`config.mk`:
```
export PLATFORM = sky130hd
export DESIGN_NAME = dma_req_arbiter
export DESIGN_NICKNAME = d
export VERILOG_FILES = /design/src/rtl/dma_arb_pkg.sv /design/src/rtl/dma_arb_cfg.sv /design/src/rtl/dma_arb_status.sv /design/src/rtl/dma_arb_core.sv /design/src/rtl/dma_req_arbiter.sv
export SDC_FILE = /design/constraint.sdc
export NUM_CORES = 1
export LEC_CHECK = 0
export BUFFER_PORTS_ARGS = -buffer_cell sky130_fd_sc_hd__buf_2
export CAP_MARGIN = 40
export CORE_ASPECT_RATIO = 0.7
export CORE_MARGIN = 2
export CORE_UTILIZATION = 50
export CTS_BUF_LIST = sky130_fd_sc_hd__clkbuf_4 sky130_fd_sc_hd__clkbuf_8 sky130_fd_sc_hd__clkbuf_16
export DETAILED_ROUTE_END_ITERATION = 12
export HOLD_SLACK_MARGIN = 0.12
export PLACE_DENSITY_LB_ADDON = 0.1
export SYNTH_ARGS = -nofsm -noshare
export SYNTH_HDL_FRONTEND = slang
export SYNTH_SLANG_ARGS = --single-unit
```
`constraint.sdc`:
```
create_clock -name clk -period 2.8 [get_ports clk]
set_clock_uncertainty 0.15 [all_clocks]
set_input_delay 0.28 -clock clk [delete_from_list [all_inputs] [get_ports clk]]
set_output_delay 0.28 -clock clk [all_outputs]
set_load 0.01 [all_outputs]
```
`src/rtl/dma_arb_pkg.sv`:
```
package dma_arb_pkg;

    localparam int unsigned NCH = 4;
    localparam int unsigned CW  = $clog2(NCH);
    localparam int unsigned SW  = 2 * NCH;

    typedef logic [CW-1:0]  ch_t;
    typedef logic [NCH-1:0] chvec_t;

    // command word, MSB first
    typedef struct packed {
        logic dack_hi;   // acknowledge lines active high
        logic drq_lo;    // request lines active low
        logic rotate;    // rotating priority
        logic ctl_off;   // whole controller disabled
    } cmd_t;

    typedef enum logic {ARB_IDLE, ARB_BUSY} arb_st_e;

    function automatic chvec_t ch_onehot(input ch_t c);
        chvec_t v;
        v = '0;
        v[c] = 1'b1;
        return v;
    endfunction

    // first set bit of cand, searching upward from start with wraparound
    function automatic ch_t pick_next(input chvec_t cand, input ch_t start);
        ch_t  idx;
        ch_t  win;
        logic found;
        win   = start;
        found = 1'b0;
        for (int k = 0; k < NCH; k++) begin
            idx = ch_t'(start + ch_t'(k));
            if (!found && cand[idx]) begin
                win   = idx;
                found = 1'b1;
            end
        end
        return win;
    endfunction

endpackage

```
`src/rtl/dma_arb_cfg.sv`:
```
module dma_arb_cfg
    import dma_arb_pkg::*;
(
    input  logic          clk,
    input  logic          rst,
    input  logic          cmd_we,
    input  logic [3:0]    cmd_wdata,
    input  logic          req_we,
    input  logic [CW:0]   req_wdata,
    input  logic          mask_we,
    input  logic [CW:0]   mask_wdata,
    input  logic          allmask_we,
    input  chvec_t        allmask_wdata,
    input  chvec_t        tc_pulse,
    output cmd_t          cmd_q,
    output chvec_t        mask_q,
    output chvec_t        sw_q
);

    chvec_t sw_next;

    always_comb begin
        sw_next = sw_q & ~tc_pulse;
        if (req_we)
            sw_next[req_wdata[CW-1:0]] = req_wdata[CW];
    end

    always_ff @(posedge clk) begin
        if (rst) begin
            cmd_q  <= '0;
            mask_q <= '1;
            sw_q   <= '0;
        end else begin
            if (cmd_we)
                cmd_q <= cmd_t'(cmd_wdata);
            if (allmask_we)
                mask_q <= allmask_wdata;
            else if (mask_we)
                mask_q[mask_wdata[CW-1:0]] <= mask_wdata[CW];
            sw_q <= sw_next;
        end
    end

    for (genvar i = 0; i < NCH; i++) begin : g_chk
        AST_SWREQ_TC_CLEAR: assert property (@(posedge clk) disable iff (rst)
            (tc_pulse[i] && !(req_we && req_wdata[CW-1:0] == ch_t'(i))) |=> !sw_q[i]);
        AST_MASK_SINGLE: assert property (@(posedge clk) disable iff (rst)
            (mask_we && !allmask_we && mask_wdata[CW-1:0] == ch_t'(i))
                |=> (mask_q[i] == $past(mask_wdata[CW])));
    end

endmodule

```
`src/rtl/dma_arb_status.sv`:
```
module dma_arb_status
    import dma_arb_pkg::*;
(
    input  logic          clk,
    input  logic          rst,
    input  chvec_t        pend,
    input  chvec_t        tc_pulse,
    input  logic          stat_rd,
    output logic [SW-1:0] stat_byte
);

    chvec_t tc_q;

    always_ff @(posedge clk) begin
        if (rst)
            tc_q <= '0;
        else
            tc_q <= (stat_rd ? chvec_t'('0) : tc_q) | tc_pulse;
    end

    assign stat_byte = {pend, tc_q};

    AST_TC_READ_CLEARS: assert property (@(posedge clk) disable iff (rst)
        (stat_rd && tc_pulse == '0) |=> (stat_byte[NCH-1:0] == '0));
    AST_TC_CAPTURE: assert property (@(posedge clk) disable iff (rst)
        (tc_pulse != '0) |=> ((stat_byte[NCH-1:0] & $past(tc_pulse)) == $past(tc_pulse)));
    AST_TC_STICKY: assert property (@(posedge clk) disable iff (rst)
        (!stat_rd) |=> ((stat_byte[NCH-1:0] & $past(tc_q)) == $past(tc_q)));

endmodule

```
`src/rtl/dma_arb_core.sv`:
```
module dma_arb_core
    import dma_arb_pkg::*;
(
    input  logic   clk,
    input  logic   rst,
    input  logic   rotate,
    input  logic   ctl_off,
    input  chvec_t elig,
    input  logic   burst_done,
    output logic   grant_valid,
    output ch_t    grant_id
);

    arb_st_e st_q;
    ch_t     gid_q;
    ch_t     last_q;
    ch_t     start;
    ch_t     winner;

    assign start  = rotate ? ch_t'(last_q + 1'b1) : ch_t'(0);
    assign winner = pick_next(elig, start);

    always_ff @(posedge clk) begin
        if (rst) begin
            st_q   <= ARB_IDLE;
            gid_q  <= '0;
            last_q <= ch_t'(NCH - 1);
        end else begin
            case (st_q)
                ARB_IDLE: begin
                    if (!ctl_off && elig != '0) begin
                        st_q   <= ARB_BUSY;
                        gid_q  <= winner;
                        last_q <= winner;
                    end
                end
                ARB_BUSY: begin
                    if (burst_done)
                        st_q <= ARB_IDLE;
                end
                default: st_q <= ARB_IDLE;
            endcase
        end
    end

    assign grant_valid = (st_q == ARB_BUSY);
    assign grant_id    = gid_q;

    AST_GRANT_HOLDS: assert property (@(posedge clk) disable iff (rst)
        (grant_valid && !burst_done) |=> (grant_valid && $stable(grant_id)));
    AST_GRANT_RELEASE: assert property (@(posedge clk) disable iff (rst)
        (grant_valid && burst_done) |=> !grant_valid);
    AST_OFF_NO_GRANT: assert property (@(posedge clk) disable iff (rst)
        (!grant_valid && ctl_off) |=> !grant_valid);
    AST_FIXED_LOWEST: assert property (@(posedge clk) disable iff (rst)
        (!grant_valid && !ctl_off && !rotate && elig != '0)
            |=> (grant_valid && (($past(elig) & (ch_onehot(grant_id) - 1'b1)) == '0)));

endmodule

```
`src/rtl/dma_req_arbiter.sv`:
```
module dma_req_arbiter
    import dma_arb_pkg::*;
(
    input  logic        clk,
    input  logic        rst,
    input  logic [3:0]  drq_in,
    input  logic        cmd_we,
    input  logic [3:0]  cmd_wdata,
    input  logic        req_we,
    input  logic [2:0]  req_wdata,
    input  logic        mask_we,
    input  logic [2:0]  mask_wdata,
    input  logic        allmask_we,
    input  logic [3:0]  allmask_wdata,
    input  logic [3:0]  tc_pulse,
    input  logic        burst_done,
    input  logic        stat_rd,
    output logic [7:0]  stat_byte,
    output logic        grant_valid,
    output logic [1:0]  grant_id,
    output logic [3:0]  dack
);

    cmd_t   cmd_q;
    chvec_t mask_q;
    chvec_t sw_q;
    chvec_t drq_eff;
    chvec_t pend;
    chvec_t elig;
    chvec_t dack_act;

    dma_arb_cfg i_cfg (
        .clk           (clk),
        .rst           (rst),
        .cmd_we        (cmd_we),
        .cmd_wdata     (cmd_wdata),
        .req_we        (req_we),
        .req_wdata     (req_wdata),
        .mask_we       (mask_we),
        .mask_wdata    (mask_wdata),
        .allmask_we    (allmask_we),
        .allmask_wdata (allmask_wdata),
        .tc_pulse      (tc_pulse),
        .cmd_q         (cmd_q),
        .mask_q        (mask_q),
        .sw_q          (sw_q)
    );

    assign drq_eff = drq_in ^ {NCH{cmd_q.drq_lo}};
    assign pend    = drq_eff | sw_q;
    assign elig    = pend & ~mask_q;

    dma_arb_core i_core (
        .clk         (clk),
        .rst         (rst),
        .rotate      (cmd_q.rotate),
        .ctl_off     (cmd_q.ctl_off),
        .elig        (elig),
        .burst_done  (burst_done),
        .grant_valid (grant_valid),
        .grant_id    (grant_id)
    );

    dma_arb_status i_status (
        .clk       (clk),
        .rst       (rst),
        .pend      (pend),
        .tc_pulse  (tc_pulse),
        .stat_rd   (stat_rd),
        .stat_byte (stat_byte)
    );

    assign dack_act = grant_valid ? ch_onehot(grant_id) : chvec_t'('0);
    assign dack     = cmd_q.dack_hi ? dack_act : ~dack_act;

    AST_MASKED_NEVER_GRANTED: assert property (@(posedge clk) disable iff (rst)
        $rose(grant_valid) |-> ((~$past(mask_q) & ch_onehot(grant_id)) != '0));
    AST_GRANT_WAS_REQUESTED: assert property (@(posedge clk) disable iff (rst)
        $rose(grant_valid) |-> (($past(pend) & ch_onehot(grant_id)) != '0));
    AST_ENABLED_AT_GRANT: assert property (@(posedge clk) disable iff (rst)
        $rose(grant_valid) |-> !$past(cmd_q.ctl_off));
    AST_SW_SHOWS_PENDING: assert property (@(posedge clk) disable iff (rst)
        (sw_q != '0) |-> ((stat_byte[SW-1:NCH] & sw_q) == sw_q));

endmodule

```
==> metrics.md, run 1 <==
| Metric | Value |
|---|---|
| Status | `finished clean` |
| Syn Std Cell Area | `roughly 1400 um2` |
| Highest metal used | `met4` |
| H-tree depth reported by CTS | `1` |
| Period utilization | `between 80% and 90%` |
| Fraction of the yosys area taken by sequential cells | `29.76%` |
| Metal2 WL | `1.610 mm` |
| I/O pins | `45` |
| Root buffer cell | `clkbuf_8` |
| Worst Path Required | `roughly 2.8 ns` |
| GPL Wtd Cong | `around 0.94` |
| Cell row count | `16` |
| RR Startpoint | `i_cfg.cmd_q[2]$_SDFFE_PP0P_` |
| Crit. End Element | `flip-flop` |
| Vias per inst | `between 5 and 6` |
| Crit Path Category | `flip-flop to flip-flop` |
| DR iter-0 viols | `approximately 180` |
| Final setup fails | `0` |
| Clk sinks | `21` |
| Initial antenna violation count | `0` |
| Post-synth net total | `approximately 190` |
| Hold/Removal Path Class | `input port to flip-flop` |
| Die area | `~3300 um2` |
| Least-Margin Pin Slew | `0.7755 ns` |
| Pin count of the biggest net entering global routing | `18` |
| 1st-pass router iterations | `4` |
| Leak | `about 0.72 nW` |
| Most common cell after layout, fill and taps aside | `buf_2` |
| Total Routing Usage GR | `23.18%` |
| Layout Nets | `246` |
| Setup slack at placement | `~0.18 ns` |
| Worst Path Max Fanout | `6` |
| CTS buffer count | `3` |
| Via count | `between 1000 and 1500` |
| Hold Fails Final Rpt | `0` |
| Antenna cells | `0` |
| Synthesized flop and latch total | `21` |
| Post-synth EDFFs | `0` |
| FMAX | `roughly 420 MHz` |
| Most frequent cells in the layout | `buf_2, nor2_1, dfxtp_1, nand2_1, dlygate4sd3_1` |
| Sequential power share | `~45%` |
| Distinct cells, synth | `43` |
| Hold Crit Start | `burst_done` |
| Wire length on met3 | `just over 300 um` |
| Switch share | `about 33%` |
| Combinational share of power | `around 30%` |
| Die width | `a little under 70 um` |
| Clk pwr share | `between 20% and 30%` |
| GR Overflow Total | `0` |
| Post-CTS setup buffers | `0` |
| Pint | `540.9 uW` |
| Final slew viol count | `0` |
| Clk slew on worst S/H paths | `approximately 0.080 ns` |
| Drc violations | `0` |
| First-pass GRT wire length | `about 6 mm` |
| Fillers | `about 240` |
| Starting density of the core | `approximately half` |
| Mapped Cells | `162` |
| Fin crit period | `between 2 and 2.5 ns` |
| WP data arrival | `2.35 ns` |
| Die H | `48.47 um` |
| DPL Wire Length | `2.718 mm` |
| Main flop type after synthesis | `dfxtp_1` |
| Post-synth ARST share | `0%` |
| TNS Setup | `0 ns` |
| Max VDD drop | `0.0002881 V` |
| DRT antenna net count | `0` |
| Area Overhead vs Synth | `28.61%` |
| Avg Inst Size Synth | `around 8.7 um2` |
| Switching power total | `about 260 uW` |
| Core Footprint | `~2700 um2` |
| Clock Latency Late Sink | `between 0.2 and 0.3 ns` |
| IO Port Bufs | `44` |
| Clk buf depth | `2` |
| CTS tree | `yes` |
| Yosys Warn Count | `0` |
| Rel. slew slack | `47.73%` |
| Crit path launch type | `flip-flop` |
| WL met1 | `approximately 1.6 mm` |
| Drt total wl | `3.516 mm` |
| WL/cell | `between 10 and 15 um` |
| Setup ws final | `roughly 0.41 ns` |
| Vias in the first global route | `1332` |
| RSZ-0062 raised after global routing | `no` |
| Worst setup path startpoint | `i_cfg.cmd_q[2]$_SDFFE_PP0P_` |
| Maxcap violations | `0` |
| Cell Pwr Density | `441.2 nW/um2` |
| Layout cell share with drive strength beyond 1 | `between 20% and 30%` |
## per-layer routing
| layer | track usage, % | up-vias |
|---|---|---|
| met3 | 4.884 | 4 |
| met1 | 33.53 | 655 |
| met5 | 0 | - |
| li1 | - | 701 |
| met4 | 5.102 | 0 |
| met2 | 35.46 | 71 |
## worst max-delay path, stage by stage, from the launching register on
cell,delay [ns]
dfxtp_2,0.57
xnor2_4,0.14
a21oi_2,0.33
mux4_2,0.35
o21ai_1,0.12
a2111oi_0,0.47
a221oi_1,0.11
## logic make-up after synthesis
logic type             share of synthesized area, %
AND/OR/NAND/NOR                               20.73
buffers and inverters                         4.340
multiplexers                                  9.566
AO/OA/AOI/OAI                                 24.71
flip-flops                                    29.76
XOR/XNOR                                      10.90
## path summary, 6_finish.rpt
check,endpoint,slack [ns],cells after the start
setup / recovery,i_core.last_q[0]$_SDFFE_PP1P_,0.41,6
hold / removal,i_core.grant_valid$_SDFF_PP0_,0.13,3
setup reg to reg,i_core.last_q[0]$_SDFFE_PP1P_,0.41,6
hold reg to reg,i_status.tc_q[0]$_SDFF_PP0_,0.33,2
## stage by stage
stage / total power [mW] / cell area (um2) / cells / utilization, % / hold slack [ns]
floorplan: 0.5099 / 1413 / 162 / - / 0.2474
finish: 0.8015 / 1817 / 251 / 66.24 / 0.1262
detailed placement: 0.5889 / 1647 / 235 / 60.04 / 0.3197
CTS: 0.8054 / 1815 / 251 / 66.20 / 0.1207
global route: 0.8503 / 1817 / 251 / 66.24 / 0.1261
global placement: 0.5818 / 1647 / 235 / 60.04 / 0.3092
## flip-flops by register name, indices dropped and copies added (netlist names)
signal	flops
i_cfg.cmd_q	4
i_core.grant_valid	1
i_core.grant_id	2
i_status.tc_q	4
i_core.last_q	2
i_cfg.mask_q	4
i_cfg.sw_q	4
## Yosys cell counts (3+ instances only)
master,count,share of area [%]
a211oi_1,7,3.7
a21o_1,4,2.1
a21oi_1,9,3.2
a21oi_2,4,2.5
clkbuf_1,5,1.3
dfxtp_1,21,30
inv_1,6,1.6
mux2i_1,9,6.4
nand2_1,16,4.3
nand3_1,3,1.1
nor2_1,21,5.6
nor3_1,7,2.5
nor3b_1,4,2.1
o211ai_1,5,2.7
o21ai_0,3,1.1
xnor2_4,4,7.8
xor2_1,3,1.9
## power by group through the flow
stage	sequential [mW]	clock (mW)	combinational, mW
6_report	0.359	0.203	0.240
5_1_grt	0.364	0.224	0.262
4_1_cts	0.358	0.210	0.238
3_5_place_dp	0.365	0	0.224
3_3_place_gp	0.363	0	0.219
2_1_floorplan	0.356	0	0.154
## layout make-up
cell class	instances	area, um2	share of cell area [%]
multi-input combinational	127	930.9	51.24
sequential	21	421.7	23.21
timing repair buffer	57	347.8	19.15
tap	36	45.04	2.479
clock buffer	3	41.29	2.273
inverter	6	22.52	1.240
clock inverter	1	7.507	0.4132
## repair_timing
item	CTS	global route
hold buffers	12	0
resized for setup	0	1
setup endpoints to repair	0	1
endpoints found under the hold margin	12	0
(Power assumes the default switching activity.)
==> inputs of run 2 (changes only) <==
==> constraint.sdc (replaced) <==
create_clock -name clk -period 2.6 [get_ports clk]
set_clock_uncertainty 0.15 [all_clocks]
set_input_delay 0.26 -clock clk [delete_from_list [all_inputs] [get_ports clk]]
set_output_delay 0.26 -clock clk [all_outputs]
set_load 0.01 [all_outputs]
==> run 2 against run 1 <==
Effect of this change: routed wire length grew 2.5%; first-iteration DRC count is 51% lower; flip-flop and latch count is the same; core utilization increased by 1.0 points; final area is 1.5% higher; via count rose by 0.21%; die area unchanged; register-to-register slack got worse by 0.13 ns; worst hold slack better by 0.016 ns.
==> metrics.md, run 2 (synthesized netlist as in run 1, its figures left out) <==
| Metric | Value |
|---|---|
| IO Port Bufs | `44 (unchanged)` |
| Storage element area | `421.7 um2 (unchanged)` |
| RR Startpoint | `i_core.last_q[0]$_SDFFE_PP1P_` |
| Vias in the first global route | `1286 (-3.5%)` |
| GR Overflow Total | `0 (unchanged)` |
| Fillers | `234 (-4.1%)` |
| Clk slew on worst S/H paths | `0.08 ns (about the same)` |
| Cell Pwr Density | `478.6 nW/um2 (+8.5%)` |
| Drc violations | `0 (unchanged)` |
| Via count | `1434 (+0.21%)` |
| Setup slack, reg-to-reg | `0.28 ns (-0.13 ns)` |
| Status | `finished clean` |
| Die area | `3273 um2 (unchanged)` |
| First-pass GRT wire length | `5.747 mm (-2.8%)` |
| DRT antenna net count | `0 (unchanged)` |
| Final setup fails | `0 (unchanged)` |
| Post-CTS setup buffers | `0 (unchanged)` |
| WP data arrival | `2.32 ns (-0.03 ns)` |
| FMAX | `431.0 MHz (+3.0%)` |
| Crit Path Category | `flip-flop to flip-flop` |
| Clk buf depth | `2 (unchanged)` |
| Design Area, Final | `1844 um2 (+1.5%)` |
| Final slew viol count | `0 (unchanged)` |
| Drt total wl | `3.604 mm (+2.5%)` |
| H-tree depth reported by CTS | `1 (unchanged)` |
| Total Routing Usage GR | `23.10% (-0.082 points)` |
| Antenna cells | `0 (unchanged)` |
| Clk sinks | `21 (unchanged)` |
| Area Overhead vs Synth | `30.56%` |
| Fin crit period | `2.320 ns (-0.07035 ns)` |
| Leak | `0.7361 nW (+1.8%)` |
| Worst Path Max Fanout | `8 (+2)` |
| Worst setup path startpoint | `i_core.last_q[0]$_SDFFE_PP1P_` |
| Period utilization | `89.24% (+3.9 points)` |
| Most common cell after layout, fill and taps aside | `buf_2` |
| DR iter-0 viols | `88 (-51%)` |
| Worst Path Required | `2.60 ns (-0.16 ns)` |
| Multi-input logic area | `930.9 um2 (unchanged)` |
| CTS buffer count | `3 (unchanged)` |
| I/O pins | `45 (unchanged)` |
| Least-Margin Pin Slew | `0.5111 ns (-0.2644 ns)` |
| Hold/Removal Path Class | `input port to flip-flop` |
| Hold Fails Final Rpt | `0 (unchanged)` |
| WL/cell | `14.19 um (+1.3%)` |
| Root buffer cell | `clkbuf_8` |
| R2R depth | `5 (-1)` |
| Initial antenna violation count | `0 (unchanged)` |
| Starting density of the core | `51.51% (unchanged)` |
| Final core utilization | `67.24% (+1.0 points)` |
| Cell row count | `16 (unchanged)` |
| Crit path launch type | `flip-flop` |
| Pin count of the biggest net entering global routing | `18 (unchanged)` |
| Most frequent cells in the layout | `buf_2, nor2_1, dfxtp_1, nand2_1, dlygate4sd3_1` |
| Layout Nets | `249 (+1.2%)` |
| 1st-pass router iterations | `4 (unchanged)` |
| Crit. End Element | `flip-flop` |
| Hold Crit Start | `req_wdata[1]` |
| Clock Latency Late Sink | `0.27 ns (about the same)` |
| GPL Wtd Cong | `0.8325 (-12%)` |
| Layout cell share with drive strength beyond 1 | `29.36% (+0.055 points)` |
| Maxcap violations | `0 (unchanged)` |
| TNS Setup | `0 ns (unchanged)` |
| Total chip power | `882.6 uW (+10%)` |
| Vias per inst | `5.646 (-0.97%)` |
| Core Footprint | `2743 um2 (unchanged)` |
| DPL Wire Length | `2.726 mm (+0.29%)` |
| DP Cell Count | `236 (+0.43%)` |
| Die width | `67.53 um (unchanged)` |
| Post-DP Area | `1654 um2 (+0.46%)` |
| Final non-filler cell total | `254 (+1.2%)` |
| Reg-to-reg endpoint | `i_core.grant_id[1]$_SDFFE_PP0P_` |
| Worst Setup EP | `i_core.grant_id[1]$_SDFFE_PP0P_` |
| Die H | `48.47 um (unchanged)` |
| RSZ-0062 raised after global routing | `no` |
| Rel. slew slack | `65.86% (+18 points)` |
| CTS tree | `yes` |
| Max VDD drop | `0.0003155 V (+9.5%)` |
[run 2: worst max-delay path, cell delays in order (launching register included)]
cell	delay, ns
dfxtp_1	0.46
nand2b_1	0.37
mux4_2	0.60
a221o_1	0.31
a311oi_1	0.25
a211oi_1	0.07
[run 2: cell type report]
type	count	area share, %
multi-input cells	127	50.47
flip-flops and latches	21	22.86
repair buffers	60	20.35
well taps	36	2.442
clock buffers	3	2.239
inverters	6	1.221
clock inverters	1	0.4071
[run 2: what timing repair did]
item | 4_1_cts | 5_1_grt
setup endpoints to repair | 0 | 3
endpoints found under the hold margin | 14 | 0
gates resized for setup | 0 | 1
hold buffers | 14 | 0
[run 2: how the worst min path moves through the flow]
| stage | end | cells after the start |
|---|---|---|
| after floorplan | i_status.tc_q[0]$_SDFF_PP0_ | 2 |
| after global placement | i_status.tc_q[0]$_SDFF_PP0_ | 2 |
| after detailed placement | i_status.tc_q[0]$_SDFF_PP0_ | 2 |
| after CTS | i_cfg.sw_q[3]$_SDFF_PP0_ | 3 |
| after global routing | i_cfg.mask_q[0]$_SDFFE_PP1P_ | 2 |
| final | i_cfg.sw_q[3]$_SDFF_PP0_ | 3 |
[run 2: routing by layer]
metal / track usage [%] / vias up / share of wire (%)
li1: - / 710 / -
met1: 32.20 / 659 / 45
met2: 35.62 / 57 / 48
met5: 0 / - / 0
met3: 5.349 / 8 / 5.6
met4: 6.463 / 0 / 1.5
[run 2: power by group]
part | switching (mW) | internal [mW]
clock network | 0.121 | 0.109
logic | 0.135 | 0.131
registers | 0.0389 | 0.348
total | 0.294 | 0.588
[run 2: stage by stage]
stage | hold WS [ns] | setup WS [ns]
6_report | 0.1419 | 0.2796
2_1_floorplan | 0.2274 | 0.5339
4_1_cts | 0.1349 | 0.04288
3_3_place_gp | 0.3095 | 0.1381
3_5_place_dp | 0.3179 | 0.05582
5_1_grt | 0.1550 | 0.1916
